**config.mk**
```make
export PLATFORM = sky130hd
export DESIGN_NAME = txdw_walker
export DESIGN_NICKNAME = d
export VERILOG_FILES = /design/src/rtl/txdw_pkg.sv /design/src/rtl/txdw_pend_fifo.sv /design/src/rtl/txdw_irq.sv /design/src/rtl/txdw_seq.sv /design/src/rtl/txdw_walker.sv
export SDC_FILE = /design/constraint.sdc
export NUM_CORES = 1
export LEC_CHECK = 0
export ABC_CLOCK_PERIOD_IN_PS = 3300
export BUFFER_PORTS_ARGS = -buffer_cell sky130_fd_sc_hd__buf_2
export CORE_MARGIN = 3
export CORE_UTILIZATION = 52
export DETAILED_ROUTE_END_ITERATION = 16
export PLACE_DENSITY = 0.84
export RECOVER_POWER = 50
export SYNTH_ARGS = -nofsm -noshare
export SYNTH_HDL_FRONTEND = slang
export SYNTH_SLANG_ARGS = --single-unit
```
**constraint.sdc**
```tcl
create_clock -name clk -period 3.3 [get_ports clk]
set_input_delay 0.495 -clock clk [delete_from_list [all_inputs] [get_ports clk]]
set_output_delay 0.495 -clock clk [all_outputs]
set_load 0.005 [all_outputs]
```
**src/rtl/txdw_pkg.sv**
```systemverilog
package txdw_pkg;
   typedef enum logic [2:0] {
      ST_IDLE,
      ST_RDREQ,
      ST_RDRSP,
      ST_COPY,
      ST_POST
   } walk_st_e;

   localparam int OWN_POS     = 15;
   localparam int DESC_DWORDS = 4;
   localparam int LEN_W       = 16;
   localparam int STAT_W      = 8;
endpackage

```
**src/rtl/txdw_pend_fifo.sv**
```systemverilog
module txdw_pend_fifo #(
   parameter int W     = 32,
   parameter int DEPTH = 2
) (
   input  logic         clk,
   input  logic         rst_n,
   input  logic         push,
   input  logic [W-1:0] push_data,
   input  logic         pop,
   output logic [W-1:0] head,
   output logic         empty,
   output logic         full,
   output logic         last
);
   if (DEPTH < 1) begin : g_bad_depth
      $error("txdw_pend_fifo: DEPTH must be at least 1");
   end

   if (DEPTH == 1) begin : g_single
      logic         vld_q;
      logic [W-1:0] data_q;
      always_ff @(posedge clk) begin
         if (!rst_n) begin
            vld_q <= 1'b0;
         end else if (push && !vld_q) begin
            vld_q <= 1'b1;
         end else if (pop) begin
            vld_q <= 1'b0;
         end
      end
      always_ff @(posedge clk) begin
         if (push && !vld_q) data_q <= push_data;
      end
      assign head  = data_q;
      assign empty = !vld_q;
      assign full  = vld_q;
      assign last  = vld_q;
   end else begin : g_ring
      localparam int PW = $clog2(DEPTH);
      localparam int CW = $clog2(DEPTH + 1);
      logic [W-1:0]  slot_q [DEPTH];
      logic [PW-1:0] wp_q, rp_q;
      logic [CW-1:0] cnt_q;
      logic          do_push, do_pop;

      assign do_push = push && (cnt_q != CW'(DEPTH));
      assign do_pop  = pop && (cnt_q != '0);

      always_ff @(posedge clk) begin
         if (!rst_n) begin
            wp_q  <= '0;
            rp_q  <= '0;
            cnt_q <= '0;
         end else begin
            if (do_push) wp_q <= (wp_q == PW'(DEPTH - 1)) ? '0 : wp_q + 1'b1;
            if (do_pop)  rp_q <= (rp_q == PW'(DEPTH - 1)) ? '0 : rp_q + 1'b1;
            case ({do_push, do_pop})
               2'b10:   cnt_q <= cnt_q + 1'b1;
               2'b01:   cnt_q <= cnt_q - 1'b1;
               default: cnt_q <= cnt_q;
            endcase
         end
      end
      always_ff @(posedge clk) begin
         if (do_push) slot_q[wp_q] <= push_data;
      end
      assign head  = slot_q[rp_q];
      assign empty = (cnt_q == '0);
      assign full  = (cnt_q == CW'(DEPTH));
      assign last  = (cnt_q == CW'(1));
   end
endmodule

```
**src/rtl/txdw_irq.sv**
```systemverilog
module txdw_irq #(
   parameter int N = 2
) (
   input  logic         clk,
   input  logic         rst_n,
   input  logic [N-1:0] set,
   input  logic [N-1:0] clr,
   output logic [N-1:0] q
);
   for (genvar i = 0; i < N; i++) begin : g_bit
      always_ff @(posedge clk) begin
         if (!rst_n)      q[i] <= 1'b0;
         else if (set[i]) q[i] <= 1'b1;
         else if (clr[i]) q[i] <= 1'b0;
      end
   end
endmodule

```
**src/rtl/txdw_seq.sv**
```systemverilog
module txdw_seq import txdw_pkg::*; #(
   parameter int AW = 16
) (
   input  logic                clk,
   input  logic                rst_n,
   input  logic                cmd_queue,
   input  logic                cdar_wr_en,
   input  logic [AW-1:0]       cdar_wr_data,
   output logic [AW-1:0]       cdar,
   output logic                txq_busy,
   output logic                mem_req_valid,
   output logic                mem_req_write,
   output logic [AW-1:0]       mem_req_addr,
   output logic [31:0]         mem_req_wdata,
   input  logic                mem_req_ready,
   input  logic                mem_rsp_valid,
   input  logic [31:0]         mem_rsp_data,
   output logic                copy_req_valid,
   output logic [31:0]         copy_buf_addr,
   output logic [LEN_W-1:0]    copy_buf_len,
   output logic [LEN_W-1:0]    copy_frame_len,
   output logic                copy_hold,
   input  logic                copy_held,
   input  logic                copy_done,
   input  logic                tx_done,
   input  logic [STAT_W-1:0]   tx_status,
   output logic                pend_push,
   output logic [AW+LEN_W-1:0] pend_push_data,
   output logic                pend_pop,
   input  logic [AW+LEN_W-1:0] pend_head,
   input  logic                pend_empty,
   input  logic                pend_full,
   input  logic                pend_last,
   output logic                set_qe,
   output logic                set_chain
);
   walk_st_e          state_q;
   logic              ret_copy_q;
   logic [1:0]        widx_q;
   logic [AW-1:0]     cur_q, cdar_q;
   logic [LEN_W-1:0]  flen_q, blen_q;
   logic [31:0]       baddr_q;
   logic              stat_pend_q, queued_q;
   logic [STAT_W-1:0] stat_q;
   logic              post_go, stop;
   logic [AW-1:0]     head_addr;
   logic [LEN_W-1:0]  head_len;

   assign head_addr = pend_head[AW-1:0];
   assign head_len  = pend_head[AW+LEN_W-1:AW];
   assign post_go   = stat_pend_q && !pend_empty;
   assign stop      = (state_q == ST_RDRSP) && mem_rsp_valid && (widx_q == 2'd0)
                      && !mem_rsp_data[OWN_POS];

   assign cdar           = cdar_q;
   assign txq_busy       = queued_q;
   assign mem_req_valid  = (state_q == ST_RDREQ) || (state_q == ST_POST);
   assign mem_req_write  = (state_q == ST_POST);
   assign mem_req_addr   = (state_q == ST_POST) ? head_addr
                                                : cur_q + AW'({widx_q, 2'b00});
   assign mem_req_wdata  = {head_len, {(16 - STAT_W){1'b0}}, stat_q};
   assign copy_req_valid = (state_q == ST_COPY) || ((state_q == ST_POST) && ret_copy_q);
   assign copy_hold      = ((state_q == ST_COPY) && post_go)
                           || ((state_q == ST_POST) && ret_copy_q);
   assign copy_buf_addr  = baddr_q;
   assign copy_buf_len   = blen_q;
   assign copy_frame_len = flen_q;
   assign pend_push      = (state_q == ST_COPY) && copy_done;
   assign pend_push_data = {flen_q, cur_q};
   assign pend_pop       = (state_q == ST_POST) && mem_req_ready;
   assign set_qe         = stop && !cmd_queue;
   assign set_chain      = (stop && !cmd_queue && pend_empty)
                           || (pend_pop && pend_last && !ret_copy_q && !queued_q && !cmd_queue);

   always_ff @(posedge clk) begin
      if (!rst_n) begin
         state_q    <= ST_IDLE;
         ret_copy_q <= 1'b0;
         widx_q     <= '0;
         cur_q      <= '0;
         cdar_q     <= '0;
         flen_q     <= '0;
         blen_q     <= '0;
         baddr_q    <= '0;
      end else begin
         case (state_q)
            ST_IDLE: begin
               if (post_go) begin
                  state_q    <= ST_POST;
                  ret_copy_q <= 1'b0;
               end else if (queued_q && !pend_full) begin
                  state_q <= ST_RDREQ;
                  widx_q  <= '0;
                  cur_q   <= cdar_q;
               end
            end
            ST_RDREQ: if (mem_req_ready) state_q <= ST_RDRSP;
            ST_RDRSP: begin
               if (mem_rsp_valid) begin
                  case (widx_q)
                     2'd0: begin
                        if (!mem_rsp_data[OWN_POS]) begin
                           state_q <= ST_IDLE;
                        end else begin
                           flen_q  <= mem_rsp_data[31:16];
                           widx_q  <= 2'd1;
                           state_q <= ST_RDREQ;
                        end
                     end
                     2'd1: begin
                        baddr_q <= mem_rsp_data;
                        widx_q  <= 2'd2;
                        state_q <= ST_RDREQ;
                     end
                     2'd2: begin
                        blen_q  <= mem_rsp_data[LEN_W-1:0];
                        widx_q  <= 2'd3;
                        state_q <= ST_RDREQ;
                     end
                     default: begin
                        cdar_q  <= mem_rsp_data[AW-1:0];
                        state_q <= ST_COPY;
                     end
                  endcase
               end
            end
            ST_COPY: begin
               if (copy_done) begin
                  state_q <= ST_IDLE;
               end else if (post_go && copy_held) begin
                  state_q    <= ST_POST;
                  ret_copy_q <= 1'b1;
               end
            end
            ST_POST: if (mem_req_ready) state_q <= ret_copy_q ? ST_COPY : ST_IDLE;
            default: state_q <= ST_IDLE;
         endcase
         if (cdar_wr_en) cdar_q <= cdar_wr_data;
      end
   end

   always_ff @(posedge clk) begin
      if (!rst_n) begin
         queued_q    <= 1'b0;
         stat_pend_q <= 1'b0;
         stat_q      <= '0;
      end else begin
         if (cmd_queue)  queued_q <= 1'b1;
         else if (stop)  queued_q <= 1'b0;
         if (tx_done) begin
            stat_pend_q <= 1'b1;
            stat_q      <= tx_status;
         end else if (pend_pop) begin
            stat_pend_q <= 1'b0;
         end
      end
   end
endmodule

```
**src/rtl/txdw_walker.sv**
```systemverilog
module txdw_walker import txdw_pkg::*; #(
   parameter int AW         = 16,
   parameter int PEND_DEPTH = 2
) (
   input  logic              clk,
   input  logic              rst_n,
   input  logic              cmd_queue,
   input  logic              cdar_wr_en,
   input  logic [AW-1:0]     cdar_wr_data,
   output logic [AW-1:0]     cdar,
   output logic              txq_busy,
   output logic              mem_req_valid,
   output logic              mem_req_write,
   output logic [AW-1:0]     mem_req_addr,
   output logic [31:0]       mem_req_wdata,
   input  logic              mem_req_ready,
   input  logic              mem_rsp_valid,
   input  logic [31:0]       mem_rsp_data,
   output logic              copy_req_valid,
   output logic [31:0]       copy_buf_addr,
   output logic [15:0]       copy_buf_len,
   output logic [15:0]       copy_frame_len,
   output logic              copy_hold,
   input  logic              copy_held,
   input  logic              copy_done,
   input  logic              tx_done,
   input  logic [7:0]        tx_status,
   output logic              irq_queue_empty,
   output logic              irq_chain_done
);
   localparam int PEND_W = AW + LEN_W;

   if (AW < 8 || AW > 32) begin : g_bad_aw
      $error("txdw_walker: AW must lie in 8..32");
   end
   if (PEND_DEPTH < 1) begin : g_bad_pend
      $error("txdw_walker: PEND_DEPTH must be at least 1");
   end

   logic              pend_push, pend_pop, pend_empty, pend_full, pend_last;
   logic [PEND_W-1:0] pend_push_data, pend_head;
   logic              set_qe, set_chain;
   logic [1:0]        irq_q;

   txdw_seq #(.AW(AW)) i_seq (
      .clk, .rst_n, .cmd_queue, .cdar_wr_en, .cdar_wr_data, .cdar, .txq_busy,
      .mem_req_valid, .mem_req_write, .mem_req_addr, .mem_req_wdata, .mem_req_ready,
      .mem_rsp_valid, .mem_rsp_data,
      .copy_req_valid, .copy_buf_addr, .copy_buf_len, .copy_frame_len,
      .copy_hold, .copy_held, .copy_done, .tx_done, .tx_status,
      .pend_push, .pend_push_data, .pend_pop, .pend_head, .pend_empty,
      .pend_full, .pend_last, .set_qe, .set_chain
   );

   txdw_pend_fifo #(.W(PEND_W), .DEPTH(PEND_DEPTH)) i_pend (
      .clk, .rst_n, .push(pend_push), .push_data(pend_push_data), .pop(pend_pop),
      .head(pend_head), .empty(pend_empty), .full(pend_full), .last(pend_last)
   );

   txdw_irq #(.N(2)) i_irq (
      .clk, .rst_n, .set({set_chain, set_qe}), .clr({cmd_queue, cmd_queue}), .q(irq_q)
   );

   assign irq_queue_empty = irq_q[0];
   assign irq_chain_done  = irq_q[1];
endmodule

```
# Yosys cells after proc, flatten, opt, wreduce, memory -nomap -nowiden
# Memory sizes are Yosys's and may differ from the RTL's. A register that Yosys moved wholly into a read port is not among the register bits.
# Cells that the tools add are included.
# W data, S select, Z words.
# word_totals
mem_bits_rw,64
regBits,118
input_bits,65
n_memories,1
wordCells,138
# classes
eq_ne,24
add_sub_neg,5
mux,40
n_reduce_logical,51
n_bitwise,1
# mem_list
name,depth,word_bits,rd,rd_ports_with_merged_regs,write_ports,line_no,source
i_pend.g_ring.slot_q,2,32,1,1,1,txdw_pend_fifo.sv:41,logic [W-1:0] slot_q [DEPTH];
# ops
operator,count
$mux W16,5
$mux W3,7
$reduce_bool A2 Y1,10
$logic_and A1 B1 Y1,18
$mux W1,17
$add A16 B4 Y16,1
$pmux W3 S5,1
$ne A2 B2 Y1 const B,6
$pmux W2 S2,3
$reduce_and A3 Y1,4
$mux W2,5
$ne A2 B1 Y1 const B,4
$reduce_and A4 Y1,2
$eq A2 B1 Y1 const B,3
$eq A2 B2 Y1 const B,3
$eq A3 B2 Y1 const B,2
$logic_not A1 Y1,6
$ne A3 B3 Y1 const B,2
$pmux W2 S3,1
$reduce_and A6 Y1,1
$reduce_and A5 Y1,1
$logic_not A2 Y1,2
$logic_or A1 B1 Y1,4
$ne A4 B4 Y1 const B,1
11 further kinds,12

# Logic depth before layout (Yosys ltp)
# Gate-level depths: netlist of run 1.
# depth
depth_word,8
depth_mapped,8
ltp_nobuf,7

# Hierarchy
# From an unflattened synthesis of run 1, not the netlist that was laid out.
# hier_totals
hier_cells,785
area_unflattened_um2,7917.6
# by_module_without_submodules
mod,seq_area_each_um2,cells_each,area_per_inst_um2,instances
txdw_seq,2242.2,652,5113.7,1
txdw_pend_fifo,2021.9,127,2721.4,1
txdw_irq,40.0,6,82.6,1

# Least setup slack after synthesis of run 1
# Ideal clock, no wire load.
# synth_timing
path_type,flip-flop to flip-flop
start,register i_pend.g_ring.cnt_q[0]
end,"memory i_pend.g_ring.slot_q[0][0], enable pin"
setup_time_ns,0.421
slack_ns,0.307
stages_incl_launch_ff,6
period_less_slack_ns,2.993
path_buffers,1
arrival_ns,2.572
path_cell_list,dfxtp_1 inv_1 ha_1 or3b_2 clkbuf_1 nor2_1
# synth_via
elab_chain_cells,4
# synth_lines
item,line_no,source
from (decl),txdw_pend_fifo.sv:43,logic [CW-1:0] cnt_q;
from (signal assigned),txdw_pend_fifo.sv:58,2'b10: cnt_q <= cnt_q + 1'b1;
from (signal assigned),txdw_pend_fifo.sv:59,2'b01: cnt_q <= cnt_q - 1'b1;
from (signal assigned),txdw_pend_fifo.sv:60,default: cnt_q <= cnt_q;
$ne A2 B2 Y1,txdw_pend_fifo.sv:46,assign do_push = push && (cnt_q != CW'(DEPTH));
$logic_and A1 B1 Y1,txdw_pend_fifo.sv:46,
$mux W1,txdw_pend_fifo.sv:65,if (do_push) slot_q[wp_q] <= push_data;
$mux W1 (not written as such),txdw_pend_fifo.sv:65,
to (decl),txdw_pend_fifo.sv:41,
# Every way passes these cells.

# Final worst setup path of run 1
# layout_timing
start,register i_seq.state_q[0]
end,output port mem_req_addr[15]
# layout_via
elab_chain_cells,2
# layout_lines
item,line_no,source
from (decl),txdw_seq.sv:37,walk_st_e state_q;
from (signal assigned),txdw_seq.sv:135,ST_POST: if (mem_req_ready) state_q <= ret_copy_q ? ST_COPY : ST_IDLE;
$eq A3 B3 Y1,txdw_seq.sv:59,assign mem_req_addr = (state_q == ST_POST) ? head_addr
$mux W16,txdw_seq.sv:59,
to (decl),txdw_walker.sv:14,"output logic [AW-1:0] mem_req_addr,"
# Every way passes these cells.

==> qor.yml, run 1 <==
run_status:
  status: "finished, violations left"
  violations: "max-capacitance violations, max-slew violations"
synth:
  synth.yosys.seq_area_share: 0.550
  synthFlopType: "dfxtp_1"
  synth_edf_count: 64
  synth-warning-count: 0
  synth_seq_cells: 183
  ys_top_cells_by_area: "dfxtp_1, edfxtp_1, nand2_1"
  synthDominantCellAreaShare: 0.305
  syn_area_um2: 7820
  synthDistinctLibCells: 51
  yosysTopAreaCell: "dfxtp_1"
  syn-instance-count: 762
  synthArstFlopShare: 0
  syn_avg_cell_area_um2: 10.3
final_layout:
  layout.nets: 991
  area.growth.synth_to_final_pct: 18.4
  final_common_cell: "nand2_1"
  antenna_cells: 0
  most-common-layout-cells: "nand2_1, buf_2, dfxtp_1, a21boi_0, edfxtp_1"
  drive_above_1_share: 0.208
  nFillCells: 1210
floorplan:
  die_area_um2: 16600
  rows: 44
  io_pins: 200
  initial_utilization: 0.534
  fp.dieH_um: 129
  core_um2: 14600
  fp.dieW_um: 129
clock_tree:
  cts_max_level: 4
  insertion_delay_ns: 0.43
  clock-sinks: 183
  cts_tree: "built"
  cts_resized: 0
  cts_buffer_depth: 2
  postCtsSetupRepairBufs: 0
  hold_buffers: 0
  cts_buffers: 17
  clk_root_buffer_cell: "clkbuf_16"
  clk_pin_slew_ns: 0.07
timing:
  slew_headroom: -0.305
  hold_viol_final: 0
  worst_pin_slew_ns: 1.96
  fmax_mhz: 332
  fin_skew_ns: 0.0112
  tns_ns: 0
  rsz0062_at_grt: "no"
  timing.final.max_slew_violations: 56
  period_share: 0.913
  layout_min_cycle_time_ns: 3.01
  setup_violations: 0
grt:
  grt_antenna_before_repair: 1
  grt_pass1_vias: 5650
  grt_start_max_net_pins: 67
  grt_first_pass_wirelength_mm: 29.8
  grt-ovfl-total: 0
  grt_usage: 0.229
worst_setup_path:
  path_cells: "or3b_1 -> clkinv_2 -> nor2_1 -> mux2i_1 -> o21ai_0 -> buf_2"
  crit_path_start_kind: "flip-flop"
  path_class: "reg2out"
  crit_fanout: 17
  worstSetupStartpoint: "i_seq.state_q[0]"
  arrival_ns: 2.52
  reg2reg_to: "i_pend.g_ring.slot_q[0][5]"
  crit_path_top_delay_cell: "or3b_1"
  endpoint_kind: "output pin"
  r2r.worst_path.cells: 4
  max_stage_delay_ns: 0.60
  reg2reg_from: "i_seq.state_q[0]"
  crit_buf_inv: 2
  cp.required_ns: 2.80
  rrSetupSlack_ns: 0.95
  cp_top_family: "simple AND/OR/NAND/NOR gates"
placed_design:
  portBuffers: 191
  dp_hpwl_mm: 13.3
  place_congestion: 0.879
power_and_ir_drop:
  power_leakage_nw: 3.54
  p_per_area_nw_per_um2: 529
  power_mw: 4.90
  irDropWorstVdd_mv: 0.393
routing:
  dr_total_vias: 5985
  wl_per_cell_um: 17.1
  dr_wl_met2_mm: 8.82
  routed_wl_mm: 19.0
  drc: 0
  ant_nets: 0
  wl_met1_mm: 8.53
  drt_iter0_drc: 435
  dr.pass1.iters: 5
  top_layer_used: "met5"
  met3WireLength_mm: 1.24
  vias_per_cell: 5.39
run:
  timing.max_cap.violations: 1
min_path:
  hp-class: "in2reg"
  min_delay_path_depth: 2
  holdCritStartpoint: "cmd_queue"
  whs_endpoint: "i_irq.q[1]"
worst reg2reg max path, delay by kind of cell, from the launching register on:
family | cells | cell delay [ns]
and+or+nand+nor | 3 | 1.24
DFF | 1 | 0.57
buffers and inverters | 1 | 0.24
cell families (layout without fill, tap and decap cells):
family / after synthesis / count (layout) / share of synthesized area
AO/OA/AOI/OAI: 163 / 163 / 0.137
other: 1 / 8 / 0.000479
XOR/XNOR: 16 / 16 / 0.0179
multiplexers: 49 / 49 / 0.0654
flip-flops: 183 / 183 / 0.550
buffers and inverters: 82 / 240 / 0.0565
adder cells (fa/ha/maj): 12 / 12 / 0.0202
AND/OR/NAND/NOR: 256 / 256 / 0.152
metrics by stage:
step,instances,setup slack (ns),util,instance area (um2),hold slack (ns)
finish,1111,0.286,0.632,9260,0.268
detailed placement,1079,0.776,0.598,8750,0.454
global route,1111,0.113,0.632,9260,0.269
floorplan,769,0.307,-,7850,0.447
CTS,1111,0.312,0.638,9340,0.252
global placement,1079,0.881,0.598,8750,0.446
Yosys cell counts, drive strengths merged (2+ instances only):
cell,count
nand3b,2
xnor2,15
or3b,3
nand3,3
edfxtp,64
dfxtp,119
and4bb,2
nand2,175
a21boi,80
nor3b,8
nor4b,2
inv,9
a21oi,37
nor4,2
nor3,4
o21a,2
o22ai,2
clkbuf,28
o21ai,26
a211oi,11
nor2b,24
nand4,2
nor2,14
mux2i,32
buf,44
and2,8
mux2,17
ha,11
a32o,2
nand2b,3
registers in the layout, summed over array words and instances, names as in the netlist, named ones only:
signal	cells
i_pend.g_ring.slot_q	64
i_seq.copy_buf_addr	32
i_seq.cdar	16
i_seq.copy_buf_len	16
i_seq.copy_frame_len	16
i_seq.cur_q	16
i_seq.stat_q	8
i_seq.state_q	3
i_irq.q	2
i_pend.g_ring.cnt_q	2
i_seq.widx_q	2
i_pend.g_ring.rp_q	1
i_pend.g_ring.wp_q	1
i_seq.ret_copy_q	1
i_seq.stat_pend_q	1
i_seq.txq_busy	1
power breakdown:
part           switching [mW]  total [mW]  internal [mW]
clock                   0.840        1.99           1.16
combinational           0.241       0.433          0.192
sequential             0.0789        2.47           2.40
worst max path at each step:
stage	to	slack, ns	cells after the start
5_1_grt	mem_req_addr[15]	0.11	6
4_1_cts	mem_req_addr[15]	0.31	6
3_3_place_gp	mem_req_addr[14]	0.88	7
6_report	mem_req_addr[15]	0.29	6
2_1_floorplan	i_pend.g_ring.slot_q[0][0]	0.31	5
3_5_place_dp	mem_req_addr[15]	0.78	6
cell type report:
cell class	count	area, um2	share of cell area
clock buffer	23	500	0.0540
multi-input combinational	504	3120	0.337
tap	184	230	0.0249
timing repair buffer	198	981	0.106
clock inverter	9	87.6	0.00946
sequential	183	4310	0.465
inverter	10	38.8	0.00419
layer usage:
layer	track usage	vias up
li1	-	2893
met1	0.308	2824
met2	0.363	228
met3	0.0531	38
met4	0.0871	2
met5	0	-
(Power assumes the default switching activity.)
==> run 2: changes to the inputs <==
--- a/config.mk
+++ b/config.mk
@@ -7,6 +7,7 @@
 export LEC_CHECK = 0
 export ABC_CLOCK_PERIOD_IN_PS = 3300
 export BUFFER_PORTS_ARGS = -buffer_cell sky130_fd_sc_hd__buf_2
+export CORE_ASPECT_RATIO = 0.9
 export CORE_MARGIN = 3
 export CORE_UTILIZATION = 52
 export DETAILED_ROUTE_END_ITERATION = 16
==> run 2 against run 1 <==
Compared with the run above:
- the run still ends with max-capacitance violations, max-slew violations left
- count of clock-buffer cells in the layout is 3 lower
- combinational power is 3% lower
- utilization increased by 0.62 points
- register-to-register slack hardly changed
- non-clock buffer count is the same
- sequential power barely moved
- maximum frequency fell by 0.51%
- via count decreased by 2.4%
- clock power shrank 6%
- sequential share of layout area increased by 0.44 points
- clock skew rose by 0.0023 ns
- power down 2.6%
- critical endpoint unchanged
- highest routed layer is now met4
==> qor.yml, run 2 (same netlist as run 1, synthesis figures left out) <==
clock_tree:
  hold_buffers: 0  # unchanged
  cts_buffers: 17  # unchanged
  cts_tree: "built"  # unchanged
  clock-sinks: 183  # unchanged
  cts_max_level: 4  # unchanged
  clk_root_buffer_cell: "clkbuf_16"  # unchanged
  clk_pin_slew_ns: 0.07  # about the same
  insertion_delay_ns: 0.42  # was 0.43 ns
  cts_buffer_depth: 2  # unchanged
timing:
  slew_headroom: -0.0375  # was -0.305
  layout_min_cycle_time_ns: 3.03  # was 3.01 ns
  period_share: 0.918  # was 0.913
  timing.final.max_slew_violations: 45  # was 56
  setup_violations: 0  # unchanged
  fmax_mhz: 330  # was 332 MHz
  fin_skew_ns: 0.0135  # was 0.0112 ns
  worst_pin_slew_ns: 1.56  # was 1.96 ns
  tns_ns: 0  # unchanged
  rsz0062_at_grt: "no"  # unchanged
  hold_viol_final: 0  # unchanged
final_layout:
  final_cells: 1121  # was 1111
  area.growth.synth_to_final_pct: 17.3  # was 18.4%
  largest_register_ffs: 64  # unchanged
  regMostFlops: "i_pend.g_ring.slot_q"  # unchanged
  design_area_um2: 9170  # was 9260 um2
  layout.nets: 991  # unchanged
  nFillCells: 1216  # was 1210
  multi_input_area_um2: 3110  # was 3120 um2
  final_common_cell: "nand2_1"  # unchanged
  seq_area_um2: 4310  # unchanged
  drive_above_1_share: 0.211  # was 0.208
  most-common-layout-cells: "nand2_1, buf_2, dfxtp_1, a21boi_0, edfxtp_1"  # unchanged
run_status:
  violations: "max-capacitance violations, max-slew violations"  # unchanged
  status: "finished, violations left"  # unchanged
routing:
  vias_per_cell: 5.21  # was 5.39
  dr_total_vias: 5842  # was 5985
  drt_iter0_drc: 509  # was 435
  ant_nets: 0  # unchanged
  wl_per_cell_um: 16.4  # was 17.1 um
  dr.pass1.iters: 5  # unchanged
  drc: 0  # unchanged
  routed_wl_mm: 18.4  # was 19.0 mm
floorplan:
  rows: 41  # was 44
  initial_utilization: 0.545  # was 0.534
  fp.dieW_um: 135  # was 129 um
  core_um2: 14400  # was 14600 um2
  die_area_um2: 16600  # about the same
  io_pins: 200  # unchanged
  fp.dieH_um: 122  # was 129 um
grt:
  use_met1: 0.314  # was 0.308
  busiest_layer: "met2"  # unchanged
  grt_use_met3: 0.0590  # was 0.0531
  grt-ovfl-total: 0  # unchanged
  grt_pass1_vias: 5369  # was 5650
  grt_usage: 0.221  # was 0.229
  grtUsageMet2: 0.332  # was 0.363
  grt_antenna_before_repair: 1  # unchanged
  grt_start_max_net_pins: 52  # was 67
  grt_first_pass_wirelength_mm: 28.8  # was 29.8 mm
placed_design:
  portBuffers: 191  # unchanged
  place_inst: 1088  # was 1079
  dpl_cell_area_um2: 8710  # was 8750 um2
  place_congestion: 0.909  # was 0.879
  dp_hpwl_mm: 13.1  # was 13.3 mm
worst_setup_path:
  path_cells: "or3b_2 -> clkinv_2 -> nor2_1 -> mux2i_1 -> o21ai_0 -> buf_2"  # was or3b_1 -> clkinv_2 -> nor2_1 -> mux2i_1 -> o21ai_0 -> buf_2
  crit_buf_inv: 2  # unchanged
  max_stage_delay_ns: 0.67  # was 0.60 ns
  crit_path_start_kind: "flip-flop"  # unchanged
  path_class: "reg2out"  # unchanged
  crit_fanout: 33  # was 17
  cp.required_ns: 2.80  # about the same
  arrival_ns: 2.53  # was 2.52 ns
  crit_path_top_delay_cell: "or3b_2"  # was or3b_1
  endpoint_kind: "output pin"  # unchanged
  cp_top_family: "simple AND/OR/NAND/NOR gates"  # unchanged
power_and_ir_drop:
  irDropWorstVdd_mv: 0.484  # was 0.393 mV
  p_per_area_nw_per_um2: 521  # was 529 nW/um2
  power_leakage_nw: 3.52  # was 3.54 nW
min_path:
  hp-class: "in2reg"  # unchanged
run:
  timing.max_cap.violations: 1  # unchanged
-- run 2: changes by cell type in the layout (fill, tap and decap cells not counted), moves of 2 or more --
cell | before | now
buf_12 | 4 | 0
buf_1 | 2 | 0
inv_4 | 2 | 0
nor2_4 | 2 | 0
nor2_2 | 0 | 2
inv_8 | 0 | 2
clkbuf_1 | 63 | 61
buf_4 | 3 | 5
buf_2 | 129 | 133
-- run 2: area by class of cell --
type / count / area share
clock inverter: 12 / 0.0101
inverter: 10 / 0.00423
multi-input combinational: 504 / 0.339
tap: 193 / 0.0263
timing repair buffer: 198 / 0.101
clock buffer: 20 / 0.0499
antenna: 1 / 0.000273
sequential: 183 / 0.469
-- run 2: final timing paths --
kind / from / endpoint / slack (ns) / cells after the start
max: i_seq.state_q[1] / mem_req_addr[15] / 0.27 / 6
min: cmd_queue / i_irq.q[0] / 0.28 / 2
max reg2reg: i_seq.state_q[1] / i_seq.cdar[12] / 0.94 / 4
min reg2reg: i_seq.copy_buf_len[7] / i_seq.copy_buf_len[7] / 0.47 / 2
-- run 2: power by group --
part	internal, mW	switching (mW)
registers	2.40	0.0788
logic	0.188	0.234
clock network	1.02	0.858
total	3.60	1.17
-- run 2: through the flow --
| step | power, mW | setup WS (ns) | hold WS (ns) | utilization |
|---|---|---|---|---|
| 2_1_floorplan | 2.79 | 0.307 | 0.447 | - |
| 3_3_place_gp | 2.94 | 0.422 | 0.443 | 0.607 |
| 3_5_place_dp | 2.95 | 0.308 | 0.449 | 0.607 |
| 4_1_cts | 4.82 | 0.239 | 0.256 | 0.645 |
| 5_1_grt | 4.96 | 0.0690 | 0.276 | 0.639 |
| 6_report | 4.78 | 0.270 | 0.281 | 0.639 |
-- run 2: timing repair --
| action | 4_1_cts | 5_1_grt |
|---|---|---|
| resized for setup | 1 | 0 |
| endpoints found under the setup margin | 4 | 0 |
| setup buffers | 0 | 0 |
-- run 2: metal layers --
layer	share of wire	wire length (um)
met3	0.068	1260
met2	0.45	8200
met1	0.46	8500
met5	0	0
met4	0.023	430
